$ cat config.mk
export PLATFORM = sky130hd
export DESIGN_NAME = evt_sched
export DESIGN_NICKNAME = d
export VERILOG_FILES = /design/src/rtl/evt_pkg.sv /design/src/rtl/evt_filter.sv /design/src/rtl/evt_table.sv /design/src/rtl/evt_strobe_enc.sv /design/src/rtl/evt_sched.sv
export SDC_FILE = /design/constraint.sdc
export NUM_CORES = 1
export LEC_CHECK = 0
export BUFFER_PORTS_ARGS = -buffer_cell sky130_fd_sc_hd__buf_2
export CORE_ASPECT_RATIO = 0.6
export CORE_MARGIN = 2
export CORE_UTILIZATION = 45
export DETAILED_ROUTE_END_ITERATION = 12
export PLACE_DENSITY = 0.73
export SLEW_MARGIN = 20
export SYNTH_ARGS = -nofsm -noshare
export SYNTH_HDL_FRONTEND = slang
export SYNTH_SLANG_ARGS = --single-unit
$ cat constraint.sdc
create_clock -name clk -period 13.2 [get_ports clk]
set_input_delay 2.64 -clock clk [delete_from_list [all_inputs] [get_ports clk]]
set_output_delay 2.64 -clock clk [all_outputs]
set_load 0.01 [all_outputs]
$ cat src/rtl/evt_pkg.sv
package evt_pkg;
  // How an incoming message is to be handled
  typedef enum logic [1:0] {
    MSG_NONE  = 2'd0,
    MSG_STORE = 2'd1,
    MSG_LATE  = 2'd2
  } msg_kind_e;
endpackage

$ cat src/rtl/evt_filter.sv
module evt_filter
  import evt_pkg::*;
#(
  parameter int NODE_W = 8,
  parameter int TIME_W = 48
) (
  input  logic              msg_take,
  input  logic [NODE_W-1:0] msg_node,
  input  logic [TIME_W-1:0] msg_time,
  input  logic [NODE_W-1:0] own_node,
  input  logic [TIME_W-1:0] utc_now,
  output msg_kind_e         kind
);
  always_comb begin
    kind = MSG_NONE;
    if (msg_take && (msg_node == own_node)) begin
      if (msg_time < utc_now) kind = MSG_LATE;
      else                    kind = MSG_STORE;
    end
  end
endmodule

$ cat src/rtl/evt_table.sv
module evt_table #(
  parameter int DEPTH  = 8,
  parameter int TIME_W = 48,
  parameter int ACT_W  = 4
) (
  input  logic                   clk,
  input  logic                   rst,
  input  logic                   wr_en,
  input  logic [TIME_W-1:0]      wr_time,
  input  logic [ACT_W-1:0]       wr_act,
  input  logic [TIME_W-1:0]      utc_now,
  output logic                   full,
  output logic [DEPTH-1:0]       valid_vec,
  output logic [DEPTH-1:0]       due_vec,
  output logic [DEPTH*ACT_W-1:0] due_act
);
  logic [DEPTH-1:0]  valid_q;
  logic [TIME_W-1:0] time_q [DEPTH];
  logic [ACT_W-1:0]  act_q  [DEPTH];
  logic [DEPTH-1:0]  wr_sel;
  logic              found;

  // lowest free slot, one-hot
  always_comb begin
    wr_sel = '0;
    found  = 1'b0;
    for (int i = 0; i < DEPTH; i++) begin
      if (!valid_q[i] && !found) begin
        wr_sel[i] = 1'b1;
        found     = 1'b1;
      end
    end
  end

  for (genvar g = 0; g < DEPTH; g++) begin : g_ent
    assign due_vec[g] = valid_q[g] && (utc_now >= time_q[g]);
    assign due_act[g*ACT_W +: ACT_W] = act_q[g];

    // payload needs no reset, guarded by valid_q
    always_ff @(posedge clk) begin
      if (wr_en && wr_sel[g]) begin
        time_q[g] <= wr_time;
        act_q[g]  <= wr_act;
      end
    end
  end

  always_ff @(posedge clk) begin
    if (rst) begin
      valid_q <= '0;
    end else begin
      for (int i = 0; i < DEPTH; i++) begin
        if (wr_en && wr_sel[i])  valid_q[i] <= 1'b1;
        else if (due_vec[i])     valid_q[i] <= 1'b0;
      end
    end
  end

  assign full      = &valid_q;
  assign valid_vec = valid_q;
endmodule

$ cat src/rtl/evt_strobe_enc.sv
module evt_strobe_enc #(
  parameter int DEPTH   = 8,
  parameter int ACT_W   = 4,
  parameter int NUM_ACT = 16
) (
  input  logic [DEPTH-1:0]       due_vec,
  input  logic [DEPTH*ACT_W-1:0] due_act,
  input  logic                   late_fire,
  input  logic [ACT_W-1:0]       late_act,
  output logic [NUM_ACT-1:0]     strobe_nxt
);
  always_comb begin
    strobe_nxt = '0;
    for (int i = 0; i < DEPTH; i++) begin
      if (due_vec[i]) strobe_nxt[due_act[i*ACT_W +: ACT_W]] = 1'b1;
    end
    if (late_fire) strobe_nxt[late_act] = 1'b1;
  end
endmodule

$ cat src/rtl/evt_sched.sv
module evt_sched
  import evt_pkg::*;
#(
  parameter int NODE_W = 8,
  parameter int ACT_W  = 4,
  parameter int TIME_W = 48,
  parameter int DEPTH  = 8,
  localparam int NUM_ACT = 1 << ACT_W
) (
  input  logic               clk,
  input  logic               rst,
  input  logic [NODE_W-1:0]  own_node,
  input  logic               late_fire_en,
  input  logic               msg_valid,
  output logic               msg_ready,
  input  logic [NODE_W-1:0]  msg_node,
  input  logic [ACT_W-1:0]   msg_act,
  input  logic [TIME_W-1:0]  msg_time,
  input  logic [TIME_W-1:0]  utc_now,
  output logic [NUM_ACT-1:0] act_strobe,
  output logic               late_flag,
  output logic               ovf_flag
);
  msg_kind_e              kind;
  logic                   tab_full;
  logic [DEPTH-1:0]       tab_valid;
  logic [DEPTH-1:0]       tab_due;
  logic [DEPTH*ACT_W-1:0] tab_act;
  logic [NUM_ACT-1:0]     strobe_nxt;
  logic                   store_en;
  logic                   late_fire;

  evt_filter #(.NODE_W(NODE_W), .TIME_W(TIME_W)) u_filt (
    .msg_take (msg_valid && msg_ready),
    .msg_node (msg_node),
    .msg_time (msg_time),
    .own_node (own_node),
    .utc_now  (utc_now),
    .kind     (kind)
  );

  assign store_en  = (kind == MSG_STORE) && !tab_full;
  assign late_fire = (kind == MSG_LATE) && late_fire_en;

  evt_table #(.DEPTH(DEPTH), .TIME_W(TIME_W), .ACT_W(ACT_W)) u_tab (
    .clk       (clk),
    .rst       (rst),
    .wr_en     (store_en),
    .wr_time   (msg_time),
    .wr_act    (msg_act),
    .utc_now   (utc_now),
    .full      (tab_full),
    .valid_vec (tab_valid),
    .due_vec   (tab_due),
    .due_act   (tab_act)
  );

  evt_strobe_enc #(.DEPTH(DEPTH), .ACT_W(ACT_W), .NUM_ACT(NUM_ACT)) u_enc (
    .due_vec    (tab_due),
    .due_act    (tab_act),
    .late_fire  (late_fire),
    .late_act   (msg_act),
    .strobe_nxt (strobe_nxt)
  );

  always_ff @(posedge clk) begin
    if (rst) begin
      act_strobe <= '0;
      late_flag  <= 1'b0;
      ovf_flag   <= 1'b0;
      msg_ready  <= 1'b0;
    end else begin
      act_strobe <= strobe_nxt;
      late_flag  <= (kind == MSG_LATE);
      ovf_flag   <= (kind == MSG_STORE) && tab_full;
      msg_ready  <= 1'b1;
    end
  end
endmodule

# Word-level counts from Yosys, hierarchy flattened
# Memories as Yosys holds them, arrays and structs flattened.
# Cells that the tools add are included.
# W data, S select, Z words.
[word_totals]
mem_count = 2
mem_bits_rw = 416
output_inout_bits = 19
input_bits = 120
word_cells = 244
regBits = 27
[memory_table]
columns = ["memory", "depth", "width", "read_ports", "rd_ports_with_merged_regs", "wr", "line_no", "source"]
rows = [
  ["u_tab.time_q", 8, 48, 8, 0, 1, "evt_table.sv:18", "logic [TIME_W-1:0] time_q [DEPTH];"],
  ["u_tab.act_q", 8, 4, 8, 0, 1, "evt_table.sv:19", "logic [ACT_W-1:0] act_q [DEPTH];"],
]
[op_classes]
eq_ne = 3
n_reduce_logical = 74
n_lt_le_gt_ge = 27
muxes = 118
bitwise_logic = 8
[op_table]
columns = ["cell", "count"]
rows = [
  ["$ge A48 B48 Y1", 8],
  ["$mux W48", 7],
  ["$reduce_or A48 Y1", 7],
  ["$mux W16", 9],
  ["$or A16 B16 Y16", 8],
  ["$mux W1", 70],
  ["$lt A48 B48 Y1", 1],
  ["$lt A4 B5 Y1 const B", 9],
  ["$mux W3", 14],
  ["$logic_and A1 B1 Y1", 37],
  ["$demux W1 S4", 9],
  ["$ge A4 B1 Y1 const B", 9],
  ["$mux W4", 7],
  ["$reduce_or A4 Y1", 7],
  ["$reduce_bool A2 Y1", 8],
  ["$logic_not A1 Y1", 14],
  ["$eq A8 B8 Y1", 1],
  ["$reduce_and A8 Y1", 1],
  ["$mux W2", 2],
  ["$eq A2 B1 Y1 const B", 1],
  ["$eq A2 B2 Y1 const B", 1],
]

# Logic depth before layout (Yosys ltp)
# Gate-level depths: netlist of run 1.
[depth]
ltp_word = 26
mapped_depth = 12
ltp_nobuf = 11

# Cells and area by module
# From an unflattened synthesis of run 1, not the netlist that was laid out.
[unflattened]
hier_cells = 2234
area_unflattened_um2 = 25404.4
[by_module_without_submodules]
columns = ["module", "instances", "cells_per_inst", "area_each_um2", "seq_area_each_um2"]
rows = [
  ["evt_table", 1, 1833, 22400.2, 12652.1],
  ["evt_filter", 1, 175, 1280.0, 0.0],
  ["evt_strobe_enc", 1, 184, 1161.1, 0.0],
  ["evt_sched", 1, 42, 563.0, 380.4],
]

# Worst setup path after synthesis of run 1
# Ideal clock, no wire load.
[synth_path]
path_type = "input to register"
startpoint = "in utc_now[29]"
endpoint = "mem u_tab.act_q[6][2], in the netlist u_tab.act_q[1][10] (enable)"
n_path_buf = 0
required_ns = 12.606
setup_time_ns = 0.594
stages = 8
t_arrival_ns = 9.142
slack_ns = 3.463
path_cell_list = "inv_1 ha_1 nand2_1 nor4_1 nand4_1 a311oi_2 o21ai_1 nor4_1"
[synth_between]
elab_chain_cells = 16
elab_cells_between_ends = 50
classes_between = "order compare: 1; eq/ne: 1; mux: 32; reduce/logical: 16"
[synth_lines]
columns = ["element", "line_no", "source"]
rows = [
  ["from (decl)", "evt_sched.sv:19", "input logic [TIME_W-1:0] utc_now,"],
  ["$lt A48 B48 Y1 *", "evt_filter.sv:17", "if (msg_time < utc_now) kind = MSG_LATE;"],
  ["$mux W2 *", "evt_filter.sv:17", ""],
  ["$mux W2 *", "evt_filter.sv:16", "if (msg_take && (msg_node == own_node)) begin"],
  ["$eq A2 B1 Y1 *", "evt_sched.sv:42", "assign store_en = (kind == MSG_STORE) && !tab_full;"],
  ["$logic_and A1 B1 Y1 *", "evt_sched.sv:42", ""],
  ["$logic_and A1 B1 Y1", "evt_table.sv:41", "if (wr_en && wr_sel[g]) begin"],
  ["$mux W1", "evt_table.sv:41", ""],
  ["$mux W1 (not written as such)", "evt_table.sv:43", "act_q[g] <= wr_act;"],
  ["$reduce_or A4 Y1 (no line)", "--", ""],
  ["$mux W3 (no line) or $mux W1 (tied branches) (7 in a row)", "--", ""],
  ["to (decl)", "evt_table.sv:19", ""],
]
# Mark *: on every way between the ends. The rest lies on a longest branch, timed or not.

# Final worst setup path of run 1
[layout_path]
startpoint = "in utc_now[26]"
endpoint = "mem u_tab.time_q[1][25], in the netlist u_tab.time_q[0][73] (enable)"
[layout_between]
elab_chain_cells = 16
elab_cells_between_ends = 50
classes_between = "order compare: 1; eq/ne: 1; mux: 32; reduce/logical: 16"
[layout_lines]
columns = ["element", "line_no", "source"]
rows = [
  ["$lt A48 B48 Y1 *", "evt_filter.sv:17", ""],
  ["$mux W2 *", "evt_filter.sv:17", ""],
  ["$mux W2 *", "evt_filter.sv:16", ""],
  ["$eq A2 B1 Y1 *", "evt_sched.sv:42", ""],
  ["$logic_and A1 B1 Y1 *", "evt_sched.sv:42", ""],
  ["$logic_and A1 B1 Y1", "evt_table.sv:41", ""],
  ["$mux W1", "evt_table.sv:41", ""],
  ["$mux W1 (not written as such)", "evt_table.sv:42", "time_q[g] <= wr_time;"],
  ["$reduce_or A48 Y1 (no line)", "--", ""],
  ["$mux W3 (no line) or $mux W1 (tied branches) (7 in a row)", "--", ""],
  ["to (decl)", "evt_table.sv:18", ""],
]
# Marked as above.

==> summary.txt, run 1 <==
Status
  • Run status: complete, no violations

Critical path
  • Largest delay contributor family on the critical path: simple AND/OR/NAND/NOR gates
  • Maximum fanout along the worst path: 48
  • Bufs and invs on worst path: 4
  • Cells traversed along the worst timing path: buf_2, inv_1, ha_1, nand4_1, nor4_1, a221oi_1, o211ai_1, o21ai_1, or2_1, or3_1, inv_2, buf_4
  • Category of the worst setup path launch point: input port
  • Critical Path Max Stage Delay: 0.72 ns
  • Slowest library cell on the worst path: sky130_fd_sc_hd__nor4_1
  • Class of the most critical setup path: in -> reg
  • Element type at the critical path end: flop
  • Critical Path RT: 13.40 ns
  • Arr. time, crit path: 6.61 ns

Global routing
  • Met3 Track Usage GR: 0.0565
  • Vias in the first global route: 18104
  • Gr busiest metal: met1
  • Overall Global Routing Usage: 0.252
  • Antenna violations before repair: 4
  • Overflow left after global routing: 0
  • Met1 Resource Use GR: 0.394
  • Maximum number of pins on one net before global-route repair: 53
  • GR Layer Usage met2: 0.355
  • Global-route wire length before repair: 112000 µm

Floorplan
  • Core area: 56100 µm²
  • Number of rows in the core area: 67
  • Full die area: 59000 µm²
  • Initial standard-cell utilization of the core: 0.457
  • Die Ht: 189 µm
  • Ports: 139
  • Die X: 312 µm

Route
  • Initial DRC Count: 2320
  • DRC Markers: 0
  • Routed wire length: 74300 µm
  • Via-to-Cell Ratio: 5.81
  • Length of the first detailed-routing pass in iterations: 6
  • Total vias in the final route: 18759
  • Mean routed wirelength per cell: 23.0 µm
  • Remaining antenna violation count after routing: 0

Synthesis
  • Share of Yosys cell area claimed by the top area cell type: 0.487
  • Post-synthesis register bit count: 443
  • Synthesized instance count: 2239
  • Synth Area per Inst: 11.5 µm²
  • Post-synthesis cell area: 25700 µm²
  • Net Count, Synth: 2790
  • Top cells by instance count after synthesis: sky130_fd_sc_hd__inv_1, sky130_fd_sc_hd__ha_1, sky130_fd_sc_hd__edfxtp_1
  • Count of flip-flops with a built-in enable after synthesis: 416
  • Synthesis Warnings: 0
  • Most common cell in the synthesized netlist: sky130_fd_sc_hd__inv_1
  • Largest area contributor in the synthesized netlist: sky130_fd_sc_hd__edfxtp_1
  • Part of the Yosys area used for sequential elements: 0.508
  • Asr flop ratio synth: 0
  • Predominant post-synthesis flop cell: sky130_fd_sc_hd__edfxtp_1
  • Number of distinct standard cells referenced by the synthesized netlist: 81
  • Top post-synthesis cells by area: sky130_fd_sc_hd__edfxtp_1, sky130_fd_sc_hd__ha_1, sky130_fd_sc_hd__inv_1, sky130_fd_sc_hd__a21oi_1, sky130_fd_sc_hd__dfxtp_1

Timing
  • Sum Neg Setup Slack: 0 ns
  • Setup repair after global routing missed its margin: no
  • Final Hold Violating Endpoints: 0
  • Final WS setup: 6.79 ns
  • Slew at the pin closest to its max-slew limit: 1.11 ns
  • Layout Skew: 0.0264 ns
  • Maximum clock frequency: 156 MHz
  • Final number of max-transition violations: 0
  • Final worst path period share: 0.486
  • Finish-stage setup viols: 0
  • Tmin final: 6.41 ns
  • Worst slew margin relative to its limit: 0.260

CTS
  • Post-CTS Setup Repair Bufs: 0
  • Cts repair resizes: 0
  • CTS tree: done
  • Clock root buffer: sky130_fd_sc_hd__clkbuf_16
  • CTS clock-pin slew for the worst setup and hold paths: 0.07 ns
  • Clk_lat worst skew: 0.59 ns
  • Number of levels in the clock H-tree: 2
  • CTS Buffer Depth: 3
  • Total CTS buffers: 45
  • Number of hold-repair buffers added at the cts stage: 0
  • Clock sink total: 443

Final layout
  • P&R area growth vs syn: 12.7%
  • Footprint of the multi-input gates: 11000 µm²
  • Fill count: 4764
  • Proportion of layout cells with a drive suffix above 1: 0.104
  • Fin nets: 2982
  • Area of all sequential standard cells: 13000 µm²

Place
  • Routability congestion estimate: 0.996
  • Final HPWL DP: 55800 µm
  • Count of port buffers added during placement: 138
  • DP Worst Slack: 6.33 ns

Pwr
  • Static power due to leakage: 12.8 nW
  • Worst-case vdd ir drop: 0.0909 mV
  • Cell area power density: 107 nW/µm²

Run
  • Number of maximum-capacitance violations: 0

Min path
  • Worst hold path class: reg -> reg
state kept, by name, summed over array words and instances, names as in the netlist:
register,count
u_tab.valid_vec,8
msg_ready,1
u_tab.time_q,384
u_tab.act_q,32
late_flag,1
ovf_flag,1
act_strobe,16
placed cells by master, fill, tap and decap left out, types with 10 or more instances in the layout:
master	netlist	layout
sky130_fd_sc_hd__nand2b_1	26	26
sky130_fd_sc_hd__dfxtp_1	27	27
sky130_fd_sc_hd__ha_1	431	431
sky130_fd_sc_hd__edfxtp_1	416	416
sky130_fd_sc_hd__inv_1	447	446
sky130_fd_sc_hd__nand3_1	45	45
sky130_fd_sc_hd__nor3_1	41	37
sky130_fd_sc_hd__a21oi_1	155	155
sky130_fd_sc_hd__nor2_1	75	74
sky130_fd_sc_hd__nand4_1	71	71
sky130_fd_sc_hd__o21ai_0	45	45
sky130_fd_sc_hd__a31oi_1	11	11
sky130_fd_sc_hd__buf_4	0	14
sky130_fd_sc_hd__and4_1	11	11
sky130_fd_sc_hd__o211ai_1	13	13
sky130_fd_sc_hd__nand2_1	111	111
sky130_fd_sc_hd__buf_2	2	138
sky130_fd_sc_hd__a41oi_1	12	12
sky130_fd_sc_hd__a21o_1	56	56
sky130_fd_sc_hd__o21a_1	13	13
sky130_fd_sc_hd__nor4_1	23	20
sky130_fd_sc_hd__a2111oi_0	10	10
sky130_fd_sc_hd__a211oi_1	16	16
sky130_fd_sc_hd__nor2b_1	16	16
sky130_fd_sc_hd__clkbuf_16	0	45
sky130_fd_sc_hd__clkinv_2	0	10
sky130_fd_sc_hd__a221oi_1	18	18
where the power goes:
group          internal, mW  total [mW]  switching, mW
logic                0.0885       0.256          0.167
registers              1.53        1.53       0.000113
clock network         0.737        1.31          0.568
cell type report:
| class | count | share of cell area |
|---|---|---|
| Timing Repair Buffer | 152 | 0.0275 |
| Antenna cell | 3 | 0.000260 |
| Tap cell | 759 | 0.0329 |
| Inverter | 447 | 0.0580 |
| Multi-Input combinational cell | 1342 | 0.379 |
| Sequential cell | 443 | 0.451 |
| Clock inverter | 29 | 0.0105 |
| Clock buffer | 55 | 0.0406 |
tightest hold or removal path, delay by kind of cell, from the launching register on:
kind | cells | cell delay, ns
buffers and inverters | 1 | 0.09
flip-flops | 1 | 0.33
AND/OR/NAND/NOR | 1 | 0.07
routing by layer:
metal | wire length, µm | vias to the layer above
met5 | 13 | -
met4 | 1140 | 2
met3 | 8330 | 92
met2 | 30100 | 902
met1 | 34700 | 9152
li1 | - | 8611
cells by family (layout without fill, tap and decap cells):
group | Yosys count | in the layout | share of synthesized area
flops | 443 | 443 | 0.508
fa+ha+maj | 431 | 431 | 0.210
compound gates | 425 | 425 | 0.112
other cells | 0 | 3 | 0
xor+xnor | 8 | 8 | 0.00273
buf+inv | 454 | 683 | 0.0665
simple gates | 478 | 478 | 0.101
per-stage QoR:
stage	cells	area, µm²	total power, mW	utilization	hold slack, ns
2_1_floorplan	2239	25700	1.69	-	0.470
3_3_place_gp	3143	27400	1.80	0.489	0.518
3_5_place_dp	3143	27400	1.81	0.489	0.526
4_1_cts	3227	28900	3.11	0.515	0.534
5_1_grt	3229	28900	3.20	0.515	0.588
6_report	3230	28900	3.09	0.515	0.536
path summary, 6_finish.rpt:
kind / from / end / cells past startpoint / slack [ns]
worst min-delay path: u_tab.valid_vec[7]$_SDFFE_PP0P_ / ovf_flag$_SDFF_PP0_ / 2 / 0.54
worst max register to register: u_tab.time_q[1][137]$_DFFE_PP_ / act_strobe[10]$_SDFF_PP0_ / 11 / 8.95
worst max-delay path: utc_now[26] / u_tab.time_q[0][73]$_DFFE_PP_ / 12 / 6.79
worst min register to register: u_tab.valid_vec[7]$_SDFFE_PP0P_ / ovf_flag$_SDFF_PP0_ / 2 / 0.54
Note: power is estimated with default switching activity, not from simulation.
==> run 2: changes to the inputs <==
- clock period: 13.2 -> 6.7 ns (I/O delays scaled with it)
==> summary.txt, run 2 (synthesis results as in run 1) <==
Timing
  • Final worst path period share: 0.836
  • Layout Skew: 0.0231 ns (-0.00331 ns)
  • Tmin final: 5.60 ns
  • Setup repair after global routing missed its margin: no
  • Worst Hold Margin: 0.546 ns (+0.00990 ns)
  • Final number of max-transition violations: 0 (unchanged)
  • Sum Neg Setup Slack: 0 ns (unchanged)
  • Final Hold Violating Endpoints: 0 (unchanged)
  • Worst slew margin relative to its limit: 0.283 (+0.0233)
  • Maximum clock frequency: 179 MHz
  • Finish-stage setup viols: 0 (unchanged)
  • Slew at the pin closest to its max-slew limit: 1.07 ns (-0.0447 ns)

Critical path
  • Critical Path RT: 6.96 ns (-6.44 ns)
  • End of the worst register-to-register path: act_strobe[3]$_SDFF_PP0_
  • Category of the worst setup path launch point: input port
  • Most frequent cell on the critical path: sky130_fd_sc_hd__nand4_1
  • Worst Reg2Reg Path Length in Cells: 11 (unchanged)
  • Slowest library cell on the worst path: sky130_fd_sc_hd__inv_2
  • Critical Path Max Stage Delay: 0.70 ns (-0.02 ns)
  • Maximum fanout along the worst path: 36 (-25%)
  • FF-to-FF setup slack: 2.43 ns (-6.52 ns)
  • Class of the most critical setup path: in -> reg
  • Element type at the critical path end: flop
  • Arr. time, crit path: 5.86 ns (-0.75 ns)
  • R2R Path Start: u_tab.time_q[1][13]$_DFFE_PP_
  • Cells traversed along the worst timing path: buf_2, inv_1, ha_1, nand4_1, nor3_1, nand4_1, a311oi_2, o21ai_1, or2_1, or3_1, inv_2, buf_4

Pwr
  • Total design power: 6.19 mW (+100%)
  • Worst-case vdd ir drop: 0.161 mV (+77%)
  • Cell area power density: 213 nW/µm² (+99%)
  • Static power due to leakage: 12.8 nW (+0.28%)

Floorplan
  • Core area: 56100 µm² (unchanged)
  • Initial standard-cell utilization of the core: 0.457 (unchanged)
  • Die X: 312 µm (unchanged)
  • Ports: 139 (unchanged)
  • Number of rows in the core area: 67 (unchanged)
  • Die Ht: 189 µm (unchanged)
  • Full die area: 59000 µm² (unchanged)

Route
  • Length of the first detailed-routing pass in iterations: 6 (unchanged)
  • Routed wire length: 72800 µm (-2.0%)
  • Total vias in the final route: 18766 (+0.037%)
  • DRC Markers: 0 (unchanged)
  • Remaining antenna violation count after routing: 0 (unchanged)
  • Via-to-Cell Ratio: 5.81 (about the same)
  • Mean routed wirelength per cell: 22.6 µm (-1.9%)
  • Initial DRC Count: 2291 (-1.3%)

Global routing
  • Overflow left after global routing: 0 (unchanged)
  • Maximum number of pins on one net before global-route repair: 54 (+1.9%)
  • Antenna violations before repair: 3 (-1)
  • Overall Global Routing Usage: 0.244 (-0.00714)
  • Vias in the first global route: 18235 (+0.72%)
  • Global-route wire length before repair: 109000 µm (-2.5%)

CTS
  • Number of levels in the clock H-tree: 2 (unchanged)
  • Clock root buffer: sky130_fd_sc_hd__clkbuf_16
  • CTS clock-pin slew for the worst setup and hold paths: 0.06 ns (about the same)
  • Cts repair resizes: 0 (unchanged)
  • Number of hold-repair buffers added at the cts stage: 0 (unchanged)
  • Clk_lat worst skew: 0.60 ns (about the same)
  • Post-CTS Setup Repair Bufs: 0 (unchanged)
  • CTS Buffer Depth: 3 (unchanged)
  • CTS tree: done
  • Total CTS buffers: 45 (unchanged)
  • Clock sink total: 443 (unchanged)

Place
  • Placed Instances: 3142 (-0.032%)
  • Placed cell area: 27400 µm² (about the same)
  • Final HPWL DP: 54800 µm (-1.8%)
  • Routability congestion estimate: 0.944 (-5.2%)
  • Count of port buffers added during placement: 138 (unchanged)

Final layout
  • Largest register by flop count: u_tab.time_q
  • Layout Cells excl Fill: 3228 (-0.062%)
  • Fill count: 4809 (+0.94%)
  • Flip-flop count of the largest register, all copies and words added: 384 (unchanged)
  • Commonest non-fill, non-tap cell in the layout: sky130_fd_sc_hd__inv_1
  • Most used cells in the layout excluding fill and tap cells: sky130_fd_sc_hd__inv_1, sky130_fd_sc_hd__ha_1, sky130_fd_sc_hd__edfxtp_1
  • P&R area growth vs syn: 13.1%
  • Fin nets: 2981 (-0.034%)
  • Proportion of layout cells with a drive suffix above 1: 0.104 (+0.000126)
  • Final instance area: 29000 µm² (+0.32%)
  • Top Registers: u_tab.time_q x384, u_tab.act_q x32, act_strobe x16

Min path
  • Worst-case hold path end point: ovf_flag$_SDFF_PP0_
  • Hold wc startpoint: u_tab.valid_vec[7]$_SDFFE_PP0P_
  • Hold Path Stages: 2 (unchanged)
  • Worst hold path class: reg -> reg

Run
  • Number of maximum-capacitance violations: 0 (unchanged)

Status
  • Run status: complete, no violations
run 2: worst max path at each step:
stage / from / to / depth (start not counted)
2_1_floorplan: utc_now[29] / u_tab.act_q[1][12]$_DFFE_PP_ / 8
3_3_place_gp: utc_now[43] / u_tab.time_q[0][57]$_DFFE_PP_ / 12
3_5_place_dp: utc_now[43] / u_tab.time_q[0][56]$_DFFE_PP_ / 12
4_1_cts: utc_now[43] / u_tab.time_q[0][75]$_DFFE_PP_ / 12
5_1_grt: utc_now[43] / u_tab.time_q[0][59]$_DFFE_PP_ / 12
6_report: utc_now[43] / u_tab.act_q[0][6]$_DFFE_PP_ / 12
run 2: final cells by class:
class                      count  area [µm²]  area share
antenna                        4        10.0    0.000345
timing repair buffer         151         788      0.0272
tap                          759         950      0.0327
multi-input combinational   1342       11000       0.379
clock buffer                  47        1130      0.0391
sequential                   443       13000       0.449
inverter                     447        1680      0.0579
clock inverter                35         403      0.0139
run 2: metrics by stage:
step	utilization	setup WS [ns]
final	0.517	1.10
after CTS	0.516	1.17
after detailed placement	0.489	0.537
after global placement	0.489	0.670
after global routing	0.517	0.940
after floorplan	-	-0.280
run 2: routing by layer:
layer,share of wire,GRT usage,vias up
met2,0.40,0.344,883
li1,-,-,8619
met5,0,0,-
met1,0.47,0.378,9163
met3,0.11,0.0576,101
met4,0.019,0.0533,0
run 2: worst max-delay path, delay by kind of cell:
kind / cells / cell delay [ns]
buffers and inverters: 4 / 1.42
adder cells (fa/ha/maj): 1 / 0.33
AO/OA/AOI/OAI: 2 / 1.03
AND/OR/NAND/NOR: 5 / 1.74
run 2: power by group:
group / switching, mW / internal (mW)
clock: 1.12 / 1.54
sequential: 0.000229 / 3.02
combinational: 0.324 / 0.174
==> run 3: changes to the inputs <==
- PLACE_DENSITY: 0.73 -> 0.75
- clock period: 6.7 -> 4.57 ns (I/O delays scaled with it)
==> summary.txt, run 3 (synthesis results as in run 1) <==
Critical path
  • Bufs and invs on worst path: 4 (unchanged)
  • Critical Path RT: 4.99 ns (-1.97 ns)
  • Element type at the critical path end: flop
  • Maximum fanout along the worst path: 12 (-67%)
  • Class of the most critical setup path: in -> reg
  • Largest delay contributor family on the critical path: compound AO/OA/AOI/OAI gates
  • Category of the worst setup path launch point: input port
  • Slowest library cell on the worst path: sky130_fd_sc_hd__a21oi_1
  • Critical Path Max Stage Delay: 0.64 ns (-0.06 ns)
  • FF-to-FF setup slack: 0.52 ns (-1.91 ns)
  • Most frequent cell on the critical path: sky130_fd_sc_hd__buf_4
  • Cells traversed along the worst timing path: buf_2, inv_1, buf_4, ha_1, nand2b_1, a2111o_1, o2111ai_1, nand4_1, a21oi_1, o41ai_2, buf_4, and3b_1, a221oi_1, a31oi_1
  • End of the worst register-to-register path: act_strobe[9]$_SDFF_PP0_
  • Arr. time, crit path: 4.76 ns (-1.10 ns)
  • R2R Path Start: u_tab.time_q[0][158]$_DFFE_PP_
  • Worst Reg2Reg Path Length in Cells: 12 (+1)

Pwr
  • Static power due to leakage: 13.4 nW (+4.3%)
  • Share of total power in the clock network: 0.404 (-0.027)
  • Internal power consumption: 6.73 mW (+42%)
  • Total design power: 8.82 mW (+42%)
  • Net load switching power: 2.08 mW (+44%)
  • Sequential share of power: 0.502 (+0.014)
  • Worst-case vdd ir drop: 0.236 mV (+47%)
  • Part of the total power dissipated in combinational logic: 0.094 (+0.014)
  • Cell area power density: 295 nW/µm² (+38%)
  • Switching portion of total power: 0.236 (+0.00225)

Timing
  • Layout Skew: 0.0164 ns (-0.00667 ns)
  • Worst slew margin relative to its limit: 0.282 (-0.00169)
  • Final number of max-transition violations: 0 (unchanged)
  • Tmin final: 4.34 ns
  • Final WS setup: 0.231 ns (-0.869 ns)
  • Slew at the pin closest to its max-slew limit: 1.08 ns (+0.00981 ns)
  • Setup repair after global routing missed its margin: no
  • Final Hold Violating Endpoints: 0 (unchanged)
  • Finish-stage setup viols: 0 (unchanged)
  • Final worst path period share: 0.949
  • Maximum clock frequency: 230 MHz

Final layout
  • Final instance area: 29900 µm² (+3.0%)
  • Commonest non-fill, non-tap cell in the layout: sky130_fd_sc_hd__inv_1
  • Fill count: 4695 (-2.4%)
  • Footprint of the multi-input gates: 11000 µm² (-0.11%)
  • Area of all sequential standard cells: 13000 µm² (unchanged)
  • Proportion of layout cells with a drive suffix above 1: 0.143 (+0.0393)
  • Flip-flop count of the largest register, all copies and words added: 384 (unchanged)
  • Fin nets: 3109 (+4.3%)
  • Most used cells in the layout excluding fill and tap cells: sky130_fd_sc_hd__inv_1, sky130_fd_sc_hd__ha_1, sky130_fd_sc_hd__edfxtp_1
  • Largest register by flop count: u_tab.time_q
  • P&R area growth vs syn: 16.4%
  • Layout Cells excl Fill: 3356 (+4.0%)
  • Top Registers: u_tab.time_q x384, u_tab.act_q x32, act_strobe x16

Global routing
  • Global-route wire length before repair: 115000 µm (+5.4%)
  • Gr busiest metal: met1
  • Vias in the first global route: 19311 (+5.9%)
  • GR Layer Usage met2: 0.364 (+0.0196)
  • Antenna violations before repair: 7 (+4)
  • Met3 Track Usage GR: 0.0771 (+0.0195)
  • Overall Global Routing Usage: 0.258 (+0.0138)
  • Overflow left after global routing: 0 (unchanged)
  • Maximum number of pins on one net before global-route repair: 53 (-1.9%)
  • Met1 Resource Use GR: 0.380 (+0.00197)

CTS
  • Cts repair resizes: 0 (unchanged)
  • Number of levels in the clock H-tree: 2 (unchanged)
  • Clk_lat worst skew: 0.58 ns (-0.02 ns)
  • Clock sink total: 443 (unchanged)
  • Clock root buffer: sky130_fd_sc_hd__clkbuf_16
  • CTS clock-pin slew for the worst setup and hold paths: 0.06 ns (about the same)
  • CTS tree: done
  • Number of hold-repair buffers added at the cts stage: 0 (unchanged)
  • Post-CTS Setup Repair Bufs: 0 (unchanged)
  • Total CTS buffers: 44 (-2.2%)
  • CTS Buffer Depth: 3 (unchanged)

Place
  • Count of port buffers added during placement: 138 (unchanged)
  • DP Worst Slack: -0.176 ns (-0.712 ns)
  • Final HPWL DP: 57800 µm (+5.4%)
  • Placed Instances: 3270 (+4.1%)
  • Placed cell area: 28500 µm² (+3.8%)
  • Routability congestion estimate: 1.01 (+7.3%)

Min path
  • Worst-case hold path end point: u_tab.valid_vec[3]$_SDFFE_PP0P_
  • Hold wc startpoint: u_tab.valid_vec[3]$_SDFFE_PP0P_
  • Worst hold path class: reg -> reg
  • Hold Path Stages: 2 (unchanged)

Route
  • Routed wire length: 76400 µm (+4.9%)
  • DRC Markers: 0 (unchanged)
  • Mean routed wirelength per cell: 22.8 µm (+0.93%)
  • Remaining antenna violation count after routing: 0 (unchanged)
  • Length of the first detailed-routing pass in iterations: 7 (+1)
  • Initial DRC Count: 2377 (+3.8%)
  • Total vias in the final route: 19507 (+3.9%)
  • Via-to-Cell Ratio: 5.81 (about the same)

Floorplan
  • Ports: 139 (unchanged)
  • Initial standard-cell utilization of the core: 0.457 (unchanged)
  • Core area: 56100 µm² (unchanged)
  • Die Ht: 189 µm (unchanged)
  • Die X: 312 µm (unchanged)
  • Full die area: 59000 µm² (unchanged)
  • Number of rows in the core area: 67 (unchanged)

Status
  • Run status: complete, no violations

Run
  • Number of maximum-capacitance violations: 0 (unchanged)
run 3: cell types whose count changed in the layout (fill, tap and decap cells not counted), sizes merged:
| cell | change |
|---|---|
| buf | +129 |
| clkbuf | +11 |
| bufinv | -5 |
| clkinvlp | -4 |
| clkinv | -2 |
| inv | -2 |
| diode | +1 |
run 3: worst max-delay path by stage:
| stage | end | depth (start not counted) | slack, ns | from |
|---|---|---|---|---|
| 2_1_floorplan | u_tab.act_q[1][12]$_DFFE_PP_ | 8 | -0.30 | utc_now[43] |
| 3_3_place_gp | act_strobe[5]$_SDFF_PP0_ | 14 | -0.21 | utc_now[0] |
| 3_5_place_dp | act_strobe[5]$_SDFF_PP0_ | 14 | -0.18 | utc_now[0] |
| 4_1_cts | act_strobe[5]$_SDFF_PP0_ | 14 | 0.41 | utc_now[0] |
| 5_1_grt | act_strobe[5]$_SDFF_PP0_ | 14 | 0.17 | utc_now[0] |
| 6_report | act_strobe[5]$_SDFF_PP0_ | 14 | 0.23 | utc_now[0] |
run 3: worst register-to-register path, cell delays in order, from the launching register on:
cell	delay (ns)
sky130_fd_sc_hd__edfxtp_1	0.34
sky130_fd_sc_hd__inv_1	0.05
sky130_fd_sc_hd__ha_1	0.31
sky130_fd_sc_hd__nand4_1	0.15
sky130_fd_sc_hd__nor2_1	0.50
sky130_fd_sc_hd__o2111ai_1	0.46
sky130_fd_sc_hd__nand4_1	0.32
sky130_fd_sc_hd__a21oi_1	0.27
sky130_fd_sc_hd__o41ai_2	0.51
sky130_fd_sc_hd__buf_4	0.28
sky130_fd_sc_hd__and3b_1	0.32
sky130_fd_sc_hd__a221oi_1	0.19
sky130_fd_sc_hd__a31oi_1	0.25
run 3: power by group through the flow:
| stage | Clock (mW) | Sequential, mW | Combinational (mW) |
|---|---|---|---|
| 2_1_floorplan | 0 | 4.52 | 0.352 |
| 3_3_place_gp | 0 | 4.52 | 0.753 |
| 3_5_place_dp | 0 | 4.52 | 0.799 |
| 4_1_cts | 3.61 | 4.43 | 0.807 |
| 5_1_grt | 3.77 | 4.43 | 0.903 |
| 6_report | 3.56 | 4.43 | 0.825 |
run 3: layer usage:
layer / wire length (µm) / part of all wire / up-vias
li1: - / - / 8883
met1: 34000 / 0.44 / 9453
met2: 31100 / 0.41 / 1050
met3: 9400 / 0.12 / 119
met4: 1920 / 0.025 / 2
met5: 13 / 0.00017 / -
run 3: stage by stage:
stage	utilization	TNS, ns	hold WS [ns]
floorplan	-	-46.70	0.480
global placement	0.508	-0.418	0.546
detailed placement	0.508	-0.973	0.544
CTS	0.532	0	0.548
global route	0.532	0	0.562
finish	0.532	0	0.563
run 3: layout make-up:
| cell class | instances | share of cell area |
|---|---|---|
| repair buffers | 280 | 0.0615 |
| flip-flops and latches | 443 | 0.436 |
| multi-input cells | 1342 | 0.368 |
| inverters | 447 | 0.0562 |
| diodes | 5 | 0.000419 |
| clock buffers | 58 | 0.0397 |
| clock inverters | 22 | 0.00587 |
| well taps | 759 | 0.0318 |
